`src/rtl/ude_pkg.sv`:
```
package ude_pkg;
   localparam int STS_N     = 5;
   localparam int STS_UDE   = 0;
   localparam int STS_MDPE  = 1;
   localparam int STS_SSE   = 2;
   localparam int STS_FDET  = 3;
   localparam int STS_NFDET = 4;

   typedef struct packed {
      logic discard;
      logic poison;
      logic perr;
      logic log_take;
      logic msg_want;
      logic msg_sev;
      logic [STS_N-1:0] sts_set;
   } ude_act_t;
endpackage

```
`src/rtl/ude_decide.sv`:
```
module ude_decide
   import ude_pkg::*;
(
   input  logic     err_det,
   input  logic     eptr_busy,
   input  logic     cfg_path_perr,
   input  logic     cfg_pri_perr,
   input  logic     cfg_serr_en,
   input  logic     cfg_fatal_en,
   input  logic     cfg_nonfatal_en,
   input  logic     cfg_ude_mask,
   input  logic     cfg_ude_fatal,
   output ude_act_t act
);
   logic rpt_en;
   logic qualifies;

   always_comb begin
      rpt_en    = cfg_ude_fatal ? cfg_fatal_en : cfg_nonfatal_en;
      qualifies = ~cfg_ude_mask & (cfg_serr_en | rpt_en);
      act = '0;
      if (err_det) begin
         act.discard            = cfg_path_perr;
         act.perr               = cfg_path_perr;
         act.poison             = ~cfg_path_perr;
         act.log_take           = ~cfg_ude_mask & ~eptr_busy;
         act.msg_want           = qualifies;
         act.msg_sev            = cfg_ude_fatal;
         act.sts_set[STS_UDE]   = 1'b1;
         act.sts_set[STS_MDPE]  = ~cfg_path_perr & cfg_pri_perr;
         act.sts_set[STS_SSE]   = qualifies & cfg_serr_en;
         act.sts_set[STS_FDET]  = cfg_ude_fatal;
         act.sts_set[STS_NFDET] = ~cfg_ude_fatal;
      end
   end
endmodule

```
`src/rtl/ude_sticky_sts.sv`:
```
module ude_sticky_sts #(
   parameter int N = 5
) (
   input  logic         clk,
   input  logic         rst_n,
   input  logic [N-1:0] set_i,
   input  logic [N-1:0] clr_i,
   output logic [N-1:0] q
);
   initial begin
      if (N < 1) $error("ude_sticky_sts: N must be positive");
   end

   for (genvar b = 0; b < N; b++) begin : g_bit
      always_ff @(posedge clk) begin
         if (!rst_n)          q[b] <= 1'b0;
         else if (set_i[b])   q[b] <= 1'b1;
         else if (clr_i[b])   q[b] <= 1'b0;
      end
   end
endmodule

```
`src/rtl/ude_hdr_log.sv`:
```
module ude_hdr_log #(
   parameter int HDR_W = 96
) (
   input  logic             clk,
   input  logic             rst_n,
   input  logic             take,
   input  logic             rearm,
   input  logic [HDR_W-1:0] hdr_i,
   output logic             we_o,
   output logic [HDR_W-1:0] hdr_o,
   output logic             valid_o
);
   initial begin
      if (HDR_W < 32) $error("ude_hdr_log: header narrower than one word");
   end

   always_ff @(posedge clk) begin
      if (!rst_n) begin
         we_o    <= 1'b0;
         hdr_o   <= '0;
         valid_o <= 1'b0;
      end else begin
         we_o <= take;
         if (take) begin
            hdr_o   <= hdr_i;
            valid_o <= 1'b1;
         end else if (rearm) begin
            valid_o <= 1'b0;
         end
      end
   end
endmodule

```
`src/rtl/ude_msg_gen.sv`:
```
module ude_msg_gen #(
   parameter bit ACK_REISSUE = 1'b1
) (
   input  logic clk,
   input  logic rst_n,
   input  logic want,
   input  logic sev,
   input  logic ack,
   output logic req_o,
   output logic fatal_o
);
   logic pend;
   logic free;
   logic issue;

   if (ACK_REISSUE) begin : g_reissue
      assign free = ~pend | ack;
   end else begin : g_strict
      assign free = ~pend;
   end

   assign issue = want & free;

   always_ff @(posedge clk) begin
      if (!rst_n) begin
         pend    <= 1'b0;
         req_o   <= 1'b0;
         fatal_o <= 1'b0;
      end else begin
         req_o <= issue;
         if (issue)      pend <= 1'b1;
         else if (ack)   pend <= 1'b0;
         if (issue)      fatal_o <= sev;
      end
   end
endmodule

```
`src/rtl/ude_react.sv`:
```
module ude_react
   import ude_pkg::*;
#(
   parameter int HDR_DW      = 3,
   parameter int DW_BITS     = 32,
   parameter bit ACK_REISSUE = 1'b1,
   localparam int HDR_W      = HDR_DW * DW_BITS
) (
   input  logic             clk,
   input  logic             rst_n,
   input  logic             err_det,
   input  logic [HDR_W-1:0] err_hdr,
   input  logic             cfg_path_perr,
   input  logic             cfg_pri_perr,
   input  logic             cfg_serr_en,
   input  logic             cfg_fatal_en,
   input  logic             cfg_nonfatal_en,
   input  logic             cfg_ude_mask,
   input  logic             cfg_ude_fatal,
   input  logic [4:0]       sts_clr,
   input  logic             msg_ack,
   output logic             wr_discard,
   output logic             wr_poison,
   output logic             perr_out,
   output logic [4:0]       sts,
   output logic             log_we,
   output logic [HDR_W-1:0] log_hdr,
   output logic             eptr_valid,
   output logic             msg_req,
   output logic             msg_fatal
);
   initial begin
      if (HDR_DW < 3 || HDR_DW > 4) $error("ude_react: HDR_DW must be 3 or 4");
      if (DW_BITS != 32)            $error("ude_react: DW_BITS must be 32");
      if (STS_N != 5)               $error("ude_react: status width mismatch");
   end

   ude_act_t act;
   logic     eptr_busy;

   assign eptr_busy = eptr_valid & ~sts_clr[STS_UDE];

   ude_decide u_decide (
      .err_det         (err_det),
      .eptr_busy       (eptr_busy),
      .cfg_path_perr   (cfg_path_perr),
      .cfg_pri_perr    (cfg_pri_perr),
      .cfg_serr_en     (cfg_serr_en),
      .cfg_fatal_en    (cfg_fatal_en),
      .cfg_nonfatal_en (cfg_nonfatal_en),
      .cfg_ude_mask    (cfg_ude_mask),
      .cfg_ude_fatal   (cfg_ude_fatal),
      .act             (act)
   );

   always_ff @(posedge clk) begin
      if (!rst_n) begin
         wr_discard <= 1'b0;
         wr_poison  <= 1'b0;
         perr_out   <= 1'b0;
      end else begin
         wr_discard <= act.discard;
         wr_poison  <= act.poison;
         perr_out   <= act.perr;
      end
   end

   ude_sticky_sts #(.N(STS_N)) u_sts (
      .clk   (clk),
      .rst_n (rst_n),
      .set_i (act.sts_set),
      .clr_i (sts_clr),
      .q     (sts)
   );

   ude_hdr_log #(.HDR_W(HDR_W)) u_log (
      .clk     (clk),
      .rst_n   (rst_n),
      .take    (act.log_take),
      .rearm   (sts_clr[STS_UDE]),
      .hdr_i   (err_hdr),
      .we_o    (log_we),
      .hdr_o   (log_hdr),
      .valid_o (eptr_valid)
   );

   ude_msg_gen #(.ACK_REISSUE(ACK_REISSUE)) u_msg (
      .clk     (clk),
      .rst_n   (rst_n),
      .want    (act.msg_want),
      .sev     (act.msg_sev),
      .ack     (msg_ack),
      .req_o   (msg_req),
      .fatal_o (msg_fatal)
   );
endmodule

```
`config.mk`:
```
export PLATFORM = sky130hd
export DESIGN_NAME = ude_react
export DESIGN_NICKNAME = d
export VERILOG_FILES = /design/src/rtl/ude_pkg.sv /design/src/rtl/ude_decide.sv /design/src/rtl/ude_sticky_sts.sv /design/src/rtl/ude_hdr_log.sv /design/src/rtl/ude_msg_gen.sv /design/src/rtl/ude_react.sv
export SDC_FILE = /design/constraint.sdc
export NUM_CORES = 1
export LEC_CHECK = 0
export BUFFER_PORTS_ARGS = -buffer_cell sky130_fd_sc_hd__buf_2
export CAP_MARGIN = 20
export CORE_AREA = 8 8 106 181
export CTS_BUF_LIST = sky130_fd_sc_hd__clkbuf_4 sky130_fd_sc_hd__clkbuf_8 sky130_fd_sc_hd__clkbuf_16
export CTS_CLUSTER_SIZE = 8
export DETAILED_ROUTE_END_ITERATION = 16
export DIE_AREA = 0 0 114 189
export HOLD_SLACK_MARGIN = 0.02
export PLACE_DENSITY = 0.5
export SETUP_SLACK_MARGIN = 0.4
export SLEW_MARGIN = 20
export SYNTH_ARGS = -nofsm -noshare
export SYNTH_HDL_FRONTEND = slang
export SYNTH_SLANG_ARGS = --single-unit
```
`constraint.sdc`:
```
create_clock -name clk -period 1.55 [get_ports clk]
set_clock_uncertainty 0.1 [all_clocks]
set_input_delay 0.2325 -clock clk [delete_from_list [all_inputs] [get_ports clk]]
set_output_delay 0.2325 -clock clk [all_outputs]
set_load 0.01 [all_outputs]
```
==> out/results.ini <==
[global_routing]
grt_max_degree=62
grt_pass1_wl_um=26000
grt-ovfl-total=0
grt_usage=0.154
grt_pass1_vias=4922
antenna_found_initial=1

[power]
power.total_mw=6.37
p_seq_frac=0.474
p_leak_nw=3.13
peakVddDrop_mv=0.529
switching_share=0.264
clkPwrFrac=0.339
comb_power_share=0.186
power_switching_mw=1.68
powerDensity_nw_per_um2=836
p_int_mw=4.69

[clock_tree]
clockBufferDepth=2
clk_pin_slew_ps=80
insertion_delay_ps=330
cts-root-buf=clkbuf_16
cts_buffers=9
cts_tree=yes
clock_sinks=108
htreeDepth=3

[timing]
fin_tns_setup_ps=0
final_max_slew_viol_count=0
rsz0062_at_grt=true
hold_ws_ps=31.6
setup_viol=0
period_needed_ps=1320
max-slew-margin-rel=0.756
hold_viol=0
worst_slew_pin_slew_ps=366
max_freq_mhz=755
min_period_over_period=0.855

[setup_path]
timing.rr.end=u_log.hdr_o[55]$_SDFFE_PN0P_
start_kind=register
cp_slowest_cell=dfxtp_4
critPathCapture=u_log.hdr_o[55]$_SDFFE_PN0P_
worstReg2RegStart=u_log.valid_o$_SDFFE_PN0P_
path_cells=nor2b_4 > buf_6 > buf_12 > buf_16 > o21ai_2 > a21oi_1
cpPeakStageDelay_ps=360
cp-startpoint=u_log.valid_o$_SDFFE_PN0P_
worst-setup-path-type=reg -> reg
rrSetupSlack_ps=230
worst_r2r_path_depth=6
required_ps=1710
end_kind=register
crit_fanout=6
cp_data_arrival_time_ps=1490

[cells_and_area]
drive_above_1_share=0.584
syn_to_final_growth_pct=86.6
design_area_sq_um=7620
final.fill_count=1608
nets=860
final_util=0.456

[logic_synthesis]
ys_seq_area_frac=0.529
synth_nets=595
synth_most_common_cell=dfxtp_1
yosysWarningCount=0
ys.flop_type=dfxtp_1
synth_area_per_cell_sq_um=8.46
async_flop_share=0
synth_area_leaders=dfxtp_1 (53%), a21oi_1 (12%), nand3_1 (12%)
synth-simple-area-share=0.142
synth_top_area_cell=dfxtp_1
muxShareOfSynthArea=0.00521
yosys.cell_types.count=26
synth_area_sq_um=4080
synth_top_family_by_area=compound AO/OA/AOI/OAI gates
synth_xor_area_frac=0
synth.top_cell.area_share=0.529
synth_cells=483
synth_compound_area_frac=0.248
synth_edf_count=0
ys_ff_latch=108
synthAdderAreaFrac=0
synth_commonest_cells=dfxtp_1 (108), a21oi_1 (101), nand3_1 (97), o21ai_0 (86), clkbuf_1 (22)

[route]
routedWlPerCell_um=18.6
drc=0
ant_nets=0
via_per_inst=4.86
dr.pass1.iters=5
drtIter0Drc=267
via_count=4760
finalWirelength_um=18200

[floorplan]
num_rows=63
start_util=0.244
coreArea_sq_um=16700
die_x_um=114
die_h_um=189
ios=220
die-area_sq_um=21500

[min_path]
hp-class=in -> reg

[status]
status=finished clean

[flow_run]
maxCapViolCount=0

[placed_design]
postPlaceCellArea_sq_um=5400
post-dp-hpwl_um=10900
place_congestion=0.745
io_buffers=219

-- cells in the final DEF, fill, tap and decap left out, types with 2 or more instances in the layout --
master and count:
buf_2 118, dfxtp_2 104, buf_6 103, a21oi_1 90, nand3_1 88, o21ai_1 41, dlygate4sd3_1 39, o21ai_0 34
o21ai_2 22, buf_4 21, clkbuf_16 14, buf_12 13, a21oi_2 11, nand3_2 8, buf_16 7, inv_1 3
nand2b_1 3, dfxtp_1 3, nand2b_4 2, clkinv_2 2, nor2_1 2, nand2_1 2, inv_6 2, clkinvlp_4 2
-- sequential cells by signal, summed over array words and instances, names as in the netlist --
register and cells:
u_log.hdr_o 96, u_sts.q 5, perr_out 1, u_log.valid_o 1
u_log.we_o 1, u_msg.fatal_o 1, u_msg.pend 1, u_msg.req_o 1
wr_poison 1
-- power groups by stage --
stage / Clock [mW] / Sequential [mW] / Combinational [mW]
after floorplan: 0 / 3.08 / 0.340
final: 2.16 / 3.02 / 1.19
after global placement: 0 / 3.02 / 0.769
after global routing: 2.38 / 3.04 / 1.27
after CTS: 2.27 / 3.00 / 1.07
after detailed placement: 0 / 3.03 / 0.781
-- logic make-up after synthesis --
kind of cell	count (synthesis)
and+or+nand+nor	113
AOI/OAI and AO/OA	201
DFF	108
muxes	2
buffers and inverters	59
-- metrics by stage --
stage,cells,setup WS [ps]
6_report,980,226
5_1_grt,979,154
4_1_cts,962,259
3_5_place_dp,885,130
3_3_place_gp,885,142
2_1_floorplan,483,375
-- repair_timing --
item                                    4_1_cts  5_1_grt
endpoints found under the hold margin        38        1
pin swaps                                    30       28
resized for setup                           217       92
buffers inserted                             15       11
gates cloned                                  9        5
endpoints found under the setup margin      184      192
hold buffers                                 38        1
-- per-layer routing --
layer	GRT usage	wire, um
met1	0.146	6400
met2	0.291	9890
met3	0.0402	1160
met4	0.0829	764
met5	0	8
-- cell type report --
| type | instances | area, sq um | area share |
|---|---|---|---|
| diodes | 1 | 2.50 | 0.000328 |
| clock inverters | 5 | 37.5 | 0.00493 |
| repair buffers | 308 | 2920 | 0.384 |
| clock buffers | 10 | 233 | 0.0305 |
| multi-input cells | 317 | 1830 | 0.240 |
| inverters | 4 | 16.3 | 0.00213 |
| well taps | 227 | 284 | 0.0373 |
| flip-flops and latches | 108 | 2300 | 0.301 |
-- worst max-delay path, delay by kind of cell (launching register included) --
family / cells / cell delay [ps]
buffers and inverters: 3 / 390
flip-flops: 1 / 360
AO/OA/AOI/OAI: 2 / 210
AND/OR/NAND/NOR: 1 / 180
-- how the worst min path moves through the flow --
stage,cells after the start,slack (ps),endpoint,start
2_1_floorplan,1,220,wr_poison$_SDFF_PN0_,cfg_path_perr
5_1_grt,3,20,u_log.hdr_o[39]$_SDFFE_PN0P_,err_hdr[39]
4_1_cts,3,20,u_log.hdr_o[30]$_SDFFE_PN0P_,err_hdr[30]
3_3_place_gp,2,340,wr_poison$_SDFF_PN0_,cfg_path_perr
3_5_place_dp,2,340,wr_poison$_SDFF_PN0_,cfg_path_perr
6_report,3,30,u_log.hdr_o[83]$_SDFFE_PN0P_,err_hdr[83]
Power figures use the tool's default switching activity.
